$ cat config.mk
export PLATFORM = sky130hd
export DESIGN_NAME = wdg_window_timer
export DESIGN_NICKNAME = d
export VERILOG_FILES = /design/src/rtl/wdg_pkg.sv /design/src/rtl/wdg_datapath.sv /design/src/rtl/wdg_control.sv /design/src/rtl/wdg_window_timer.sv
export SDC_FILE = /design/constraint.sdc
export NUM_CORES = 1
export LEC_CHECK = 0
export BUFFER_PORTS_ARGS = -buffer_cell sky130_fd_sc_hd__buf_2
export CAP_MARGIN = 20
export CORE_MARGIN = 4
export CORE_UTILIZATION = 55
export CTS_CLUSTER_DIAMETER = 200
export CTS_CLUSTER_SIZE = 28
export DETAILED_ROUTE_END_ITERATION = 12
export PLACE_DENSITY_LB_ADDON = 0.3
export REMOVE_ABC_BUFFERS = 1
export SLEW_MARGIN = 5
export SYNTH_ARGS = -nofsm -noshare
export SYNTH_HDL_FRONTEND = slang
export SYNTH_SLANG_ARGS = --single-unit
$ cat constraint.sdc
create_clock -name clk -period 3.45 [get_ports clk]
set_clock_uncertainty 0.05 [all_clocks]
set_input_delay 0.5175 -clock clk [delete_from_list [all_inputs] [get_ports clk]]
set_output_delay 0.5175 -clock clk [all_outputs]
set_load 0.02 [all_outputs]
$ cat src/rtl/wdg_pkg.sv
package wdg_pkg;
  parameter int CODE_W     = 4;   // width of period / window codes
  parameter int NUM_CODES  = 11;  // number of distinct period lengths
  parameter int BASE_SHIFT = 3;   // shortest period is 2**BASE_SHIFT ticks

  // strobes from control to datapath
  typedef struct packed {
    logic clear;      // zero the count
    logic inc;        // advance the count by one
    logic useWindow;  // compare against the window length instead of the period
  } dpCtrl_t;

  typedef enum logic {
    PH_CLOSED = 1'b0,
    PH_OPEN   = 1'b1
  } phase_t;
endpackage

$ cat src/rtl/wdg_datapath.sv
module wdg_datapath
  import wdg_pkg::*;
#(
  parameter int CODE_W     = wdg_pkg::CODE_W,
  parameter int NUM_CODES  = wdg_pkg::NUM_CODES,
  parameter int BASE_SHIFT = wdg_pkg::BASE_SHIFT,
  parameter int CNT_W      = BASE_SHIFT + NUM_CODES
) (
  input  logic              clk,
  input  logic              rstN,
  input  dpCtrl_t           ctl,
  input  logic [CODE_W-1:0] periodSel,
  input  logic [CODE_W-1:0] windowSel,
  output logic              hitLimit,
  output logic [CNT_W-1:0]  count
);
  localparam int NUM_SEL = 1 << CODE_W;

  logic [CNT_W-1:0] limitTable [NUM_SEL];
  logic [CNT_W-1:0] activeLimit;
  logic [CNT_W-1:0] countQ;

  // length decode: codes past the last valid one saturate at the longest length
  for (genvar c = 0; c < NUM_SEL; c++) begin : gLimit
    localparam int SH = (c < NUM_CODES) ? c : NUM_CODES - 1;
    localparam logic [CNT_W-1:0] LEN = CNT_W'(1) << (BASE_SHIFT + SH);
    assign limitTable[c] = LEN;
  end

  assign activeLimit = ctl.useWindow ? limitTable[windowSel] : limitTable[periodSel];
  assign hitLimit    = (countQ == activeLimit - CNT_W'(1));
  assign count       = countQ;

  always_ff @(posedge clk) begin
    if (!rstN)          countQ <= '0;
    else if (ctl.clear) countQ <= '0;
    else if (ctl.inc)   countQ <= countQ + CNT_W'(1);
  end

  // count never reaches the decoded length of the phase being timed
  assert_count_in_range_R1: assert property (@(posedge clk) disable iff (!rstN)
    countQ < activeLimit);
endmodule

$ cat src/rtl/wdg_control.sv
module wdg_control
  import wdg_pkg::*;
#(
  parameter int CODE_W = wdg_pkg::CODE_W
) (
  input  logic              clk,
  input  logic              rstN,
  input  logic              tick,
  input  logic              service,
  input  logic              cfgWrite,
  input  logic              cfgLock,
  input  logic              wrEnable,
  input  logic              wrWindowMode,
  input  logic [CODE_W-1:0] wrPeriodSel,
  input  logic [CODE_W-1:0] wrWindowSel,
  input  logic              dfltEnable,
  input  logic              dfltWindowMode,
  input  logic [CODE_W-1:0] dfltPeriodSel,
  input  logic [CODE_W-1:0] dfltWindowSel,
  input  logic              hitLimit,
  output dpCtrl_t           ctl,
  output logic [CODE_W-1:0] periodSel,
  output logic [CODE_W-1:0] windowSel,
  output logic              resetReq
);
  logic              enableQ;
  logic              modeQ;
  logic [CODE_W-1:0] periodQ;
  logic [CODE_W-1:0] windowQ;
  phase_t            phaseQ, phaseNext;
  logic              reqQ, reqNext;
  logic              cfgAccept;
  logic              cfgChanged;
  logic              inClosedWindow;

  assign cfgAccept  = cfgWrite && !cfgLock;
  assign cfgChanged = cfgAccept &&
                      ((wrEnable != enableQ) || (wrWindowMode != modeQ) ||
                       (wrPeriodSel != periodQ) || (wrWindowSel != windowQ));

  // configuration registers
  always_ff @(posedge clk) begin
    if (!rstN) begin
      enableQ <= dfltEnable;
      modeQ   <= dfltWindowMode;
      periodQ <= dfltPeriodSel;
      windowQ <= dfltWindowSel;
    end else if (cfgAccept) begin
      enableQ <= wrEnable;
      modeQ   <= wrWindowMode;
      periodQ <= wrPeriodSel;
      windowQ <= wrWindowSel;
    end
  end

  assign inClosedWindow = modeQ && (phaseQ == PH_CLOSED);

  always_comb begin
    ctl           = '0;
    ctl.useWindow = inClosedWindow;
    phaseNext     = phaseQ;
    reqNext       = 1'b0;
    if (!enableQ || cfgChanged) begin
      ctl.clear = 1'b1;
      phaseNext = PH_CLOSED;
    end else if (service) begin
      ctl.clear = 1'b1;
      phaseNext = PH_CLOSED;
      reqNext   = inClosedWindow;     // service before the window opens
    end else if (tick) begin
      if (hitLimit) begin
        ctl.clear = 1'b1;
        if (inClosedWindow) begin
          phaseNext = PH_OPEN;
        end else begin
          phaseNext = PH_CLOSED;
          reqNext   = 1'b1;           // period expired unserviced
        end
      end else begin
        ctl.inc = 1'b1;
      end
    end
  end

  always_ff @(posedge clk) begin
    if (!rstN) begin
      phaseQ <= PH_CLOSED;
      reqQ   <= 1'b0;
    end else begin
      phaseQ <= phaseNext;
      reqQ   <= reqNext;
    end
  end

  assign periodSel = periodQ;
  assign windowSel = windowQ;
  assign resetReq  = reqQ;

  assert_req_has_cause_R2: assert property (@(posedge clk) disable iff (!rstN)
    $rose(resetReq) |-> $past(enableQ) && $past(service || tick));

  assert_plain_service_safe_R3: assert property (@(posedge clk) disable iff (!rstN)
    (enableQ && !modeQ && service) |=> !resetReq);

  assert_early_service_faults_R4: assert property (@(posedge clk) disable iff (!rstN)
    (enableQ && modeQ && phaseQ == PH_CLOSED && service && !cfgChanged) |=> resetReq);

  assert_lock_freezes_cfg_R7: assert property (@(posedge clk) disable iff (!rstN)
    cfgLock |=> ($stable(enableQ) && $stable(modeQ) && $stable(periodQ) && $stable(windowQ)));

  assert_disabled_quiet_R8: assert property (@(posedge clk) disable iff (!rstN)
    !enableQ |=> !resetReq);

  assert_req_resets_phase_R9: assert property (@(posedge clk) disable iff (!rstN)
    resetReq |-> phaseQ == PH_CLOSED);
endmodule

$ cat src/rtl/wdg_window_timer.sv
module wdg_window_timer
  import wdg_pkg::*;
#(
  parameter int CODE_W     = wdg_pkg::CODE_W,
  parameter int NUM_CODES  = wdg_pkg::NUM_CODES,
  parameter int BASE_SHIFT = wdg_pkg::BASE_SHIFT
) (
  input  logic              clk,
  input  logic              rstN,
  input  logic              tick,
  input  logic              service,
  input  logic              cfgWrite,
  input  logic              cfgLock,
  input  logic              wrEnable,
  input  logic              wrWindowMode,
  input  logic [CODE_W-1:0] wrPeriodSel,
  input  logic [CODE_W-1:0] wrWindowSel,
  input  logic              dfltEnable,
  input  logic              dfltWindowMode,
  input  logic [CODE_W-1:0] dfltPeriodSel,
  input  logic [CODE_W-1:0] dfltWindowSel,
  output logic              resetReq
);
  localparam int CNT_W = BASE_SHIFT + NUM_CODES;

  dpCtrl_t           dpCtl;
  logic              hitLimit;
  logic [CNT_W-1:0]  count;
  logic [CODE_W-1:0] periodSel;
  logic [CODE_W-1:0] windowSel;

  wdg_control #(.CODE_W(CODE_W)) uCtrl (
    .clk           (clk),
    .rstN          (rstN),
    .tick          (tick),
    .service       (service),
    .cfgWrite      (cfgWrite),
    .cfgLock       (cfgLock),
    .wrEnable      (wrEnable),
    .wrWindowMode  (wrWindowMode),
    .wrPeriodSel   (wrPeriodSel),
    .wrWindowSel   (wrWindowSel),
    .dfltEnable    (dfltEnable),
    .dfltWindowMode(dfltWindowMode),
    .dfltPeriodSel (dfltPeriodSel),
    .dfltWindowSel (dfltWindowSel),
    .hitLimit      (hitLimit),
    .ctl           (dpCtl),
    .periodSel     (periodSel),
    .windowSel     (windowSel),
    .resetReq      (resetReq)
  );

  wdg_datapath #(
    .CODE_W    (CODE_W),
    .NUM_CODES (NUM_CODES),
    .BASE_SHIFT(BASE_SHIFT),
    .CNT_W     (CNT_W)
  ) uDp (
    .clk      (clk),
    .rstN     (rstN),
    .ctl      (dpCtl),
    .periodSel(periodSel),
    .windowSel(windowSel),
    .hitLimit (hitLimit),
    .count    (count)
  );

  // after a fault the timing restarts from an empty count
  assert_restart_from_zero_R9: assert property (@(posedge clk) disable iff (!rstN)
    resetReq |-> count == '0);
endmodule

==> impl_metrics.tcl <==
set metrics [dict create \
    dp.final_hpwl_um 3720 \
    critical_path.n_buffers_inverters 0 \
    globalplace.congestion 0.992 \
    drt_pass1_iterations 4 \
    ys_warn_count 0 \
    asyncSetResetFlopFracSynth_pct 0 \
    outcome "completed" \
    dp_cells 301 \
    insertion_delay_ns 0.28 \
    antenna_cells_inserted 0 \
    finalInstanceArea_mm2 0.00238 \
    synth_cells 231 \
    clock_transition_time_at_the_flip_flop_clock_pins_of_the_worst_setup_and_hold_paths_ns 0.10 \
    regArea_um2 621 \
    ys_seq_area_share_pct 28.9 \
    preCtsSetupSlack_ns 0.166 \
    syn-cell-area_mm2 0.00215 \
    global_router_s_overall_resource_usage_pct 20.3 \
    dominantRegCellSynth "dfxtp_1" \
    worst_slew_margin_rel_pct 66.7 \
    final.period_utilization_pct 95.1 \
    cp_cell_sequence "nor4_1, mux2i_2, ha_1, xor2_1, xnor2_1, or4_4, or3_4, o31a_1, a21bo_1, a21oi_1" \
    tritoncts "yes" \
    routed_wirelength_um 4770 \
    layout-area-overhead-vs-synth_pct 10.6 \
    via_per_inst 6.00 \
    irDropWorstVdd_v 0.000263 \
    max_buffers_root_to_sink 2 \
    rows 22 \
    mean_area_per_synthesized_cell_um2 9.31 \
    detailedRoute.firstIterationViolations 187 \
    drt_drc_violations_left 0 \
    worstSetupStartpointType "flop" \
    final.min_clock_period_ns 3.28 \
    maxCapViolCount 0 \
    n_fill_cell 313 \
    power.density_cell_area_mw_per_mm2 343 \
    clock.fmax_ghz 0.305 \
    final_cell_mix "buf_2 (26), xnor2_1 (17), dfxtp_1 (16), nand2_1 (13), buf_4 (13)" \
    finalSetupViolCount 0 \
    antenna_violations_before_repair 0 \
    slowest_stage "or4_4" \
    detailroute.via_count 1830 \
    combPwrFrac_pct 32.2 \
    min_from "service" \
    die_width_um 70.5 \
    power_report.internal_total_w 0.000558 \
    worstReg2RegStart "uCtrl.periodSel[3]$_DFFE_PP_" \
    layout-drive-gt1-share_pct 31.1 \
    cp_slowest_stage_delay_ns 0.49 \
    initial_cell_density_of_the_core_pct 57.9 \
    startpoint "uCtrl.periodSel[3]$_DFFE_PP_" \
    grt_start_max_net_pins 15 \
    p_sw_w 0.000257 \
    floorplan.die_area_mm2 0.00498 \
    final_cell_count_no_fill 305 \
    numClockSinks 26 \
    wire_length_of_the_first_global_routing_pass_um 8350 \
    worst-setup-path-type "flop to flop" \
    port_buffers 26 \
    clock_tree.root_cell "clkbuf_8" \
    final_nets 286 \
    final_max_slew_viol_count 0 \
    post_dp_cell_area_mm2 0.00231 \
    timing.critical_path.to_type "flop" \
    die-height_um 70.5 \
    worstPathArrival_ns 3.45 \
    grt_pass1_vias 1719 \
    area_of_combinational_cells_with_multiple_inputs_mm2 0.00140 \
    p_leak_nw 0.827 \
    tritoncts.num_buffers 3 \
    synth_enable_flop_cells 10 \
    timing.hold.worst.class "input port to flop" \
    cp_data_required_time_ns 3.62 \
    setup_repair_after_global_routing_missed_its_margin "no" \
    tightestPinTransition_ns 0.498 \
    ys_types 60 \
    proportion_of_total_power_due_to_net_switching_pct 31.6 \
    io_pins 27 \
    wire_per_inst_um 15.6 \
    timing.critical_path.fanout_max 10 \
    final_antenna_net_count 0 \
    most_frequent_standard_cell_in_the_layout_excluding_fill_and_tap_cells "buf_2" \
    finalWorstSetupSlack_ns 0.168 \
    hold_violations 0 \
    total_of_flip_flops_plus_latches_after_synthesis 26 \
    critical_path.top_delay_family "simple AND/OR/NAND/NOR gates" \
    clkPwrFrac_pct 25.1 \
    core_area_mm2 0.00372 \
    seq_power_share_pct 42.7 \
    cts_max_level 1 \
    remaining_overflow_grt 0 \
]
[metrics by stage]
stage	setup TNS [ns]	utilization (%)	power, W	hold slack, ns
global route	0	64.0	0.000861	0.448
detailed placement	0	62.1	0.000610	0.435
floorplan	-0.00751	-	0.000527	0.412
finish	0	64.0	0.000815	0.447
global placement	0	62.1	0.000610	0.429
CTS	0	63.6	0.000813	0.448
[repair_timing]
action / CTS / global route
endpoints found under the setup margin: 0 / 11
setup buffers: 0 / 0
resized for setup: 0 / 4
endpoints found under the hold margin: 0 / 0
hold buffers: 0 / 0
[kinds of logic (layout without fill, tap and decap cells)]
kind of cell | Yosys count | after routing | synth area share (%)
AND/OR/NAND/NOR | 86 | 86 | 25.4
AO/OA/AOI/OAI | 50 | 50 | 17.2
flip-flops | 26 | 26 | 28.9
XOR/XNOR | 24 | 24 | 9.77
buffers and inverters | 22 | 48 | 6.98
multiplexers | 21 | 21 | 10.6
adder cells (fa/ha/maj) | 2 | 2 | 1.16
[power groups by stage]
stage / logic [W] / clock network (W) / registers, W
5_1_grt: 0.000289 / 0.000221 / 0.000351
2_1_floorplan: 0.000157 / 0 / 0.000370
4_1_cts: 0.000258 / 0.000208 / 0.000348
6_report: 0.000263 / 0.000204 / 0.000348
3_5_place_dp: 0.000255 / 0 / 0.000355
3_3_place_gp: 0.000255 / 0 / 0.000355
[layer usage]
layer	vias up	global-route usage, %	wire [µm]	share of wire (%)
li1	924	-	-	-
met1	862	29.3	2270	47
met2	42	31.4	2190	46
met3	2	5.40	289	6.1
met4	0	3.13	22	0.46
met5	-	0	0	0
[worst paths after layout]
| path | endpoint | slack [ns] | cells past startpoint |
|---|---|---|---|
| worst max-delay path | uDp.count[1]$_SDFFE_PP0P_ | 0.17 | 10 |
| worst min-delay path | uCtrl.resetReq$_SDFF_PP0_ | 0.45 | 3 |
| worst max register to register | uDp.count[1]$_SDFFE_PP0P_ | 0.17 | 10 |
| worst min register to register | uDp.count[6]$_SDFFE_PP0P_ | 0.45 | 2 |
[cell usage after synthesis (3+ instances only)]
library cell / number / share of area (%)
nor4_1: 7 / 2.0
buf_2: 4 / 0.93
a21oi_1: 8 / 1.9
a21bo_1: 4 / 1.9
nand4_1: 7 / 2.0
and4_1: 4 / 1.6
nand2b_1: 6 / 1.7
nor4b_1: 7 / 2.9
mux2i_1: 9 / 4.2
edfxtp_1: 10 / 14
inv_1: 4 / 0.70
a21oi_2: 8 / 3.3
clkbuf_1: 3 / 0.52
mux2_2: 11 / 5.8
a31oi_1: 3 / 0.87
and3_1: 3 / 0.87
buf_6: 7 / 3.7
xnor2_1: 17 / 6.9
dfxtp_1: 16 / 15
nor2_1: 6 / 1.0
xor2_1: 7 / 2.9
o21ai_1: 7 / 1.6
nand3_1: 6 / 1.4
nand2_1: 13 / 2.3
nand3b_1: 5 / 1.7
o21ai_0: 4 / 0.93
or3_1: 6 / 1.7
[worst reg2reg max path, stage by stage, from the launching register on]
cell and delay [ns]:
edfxtp_1 0.43, nor4_1 0.45, mux2i_2 0.15, ha_1 0.26
xor2_1 0.16, xnor2_1 0.13, or4_4 0.49, or3_4 0.41
o31a_1 0.37, a21bo_1 0.21, a21oi_1 0.12
[sequential cells by signal (all words and copies together) (netlist names)]
signal,flops
uCtrl.phaseQ,1
uDp.count,14
uCtrl.enableQ,1
uCtrl.modeQ,1
uCtrl.windowSel,4
uCtrl.resetReq,1
uCtrl.periodSel,4
[cell type report]
cell class,count,area share [%]
multi-input cells,183,58.7
flip-flops and latches,26,26.1
repair buffers,39,9.57
well taps,48,2.52
clock buffers,4,2.31
inverters,5,0.789
Note: power is estimated with default switching activity, not from simulation.
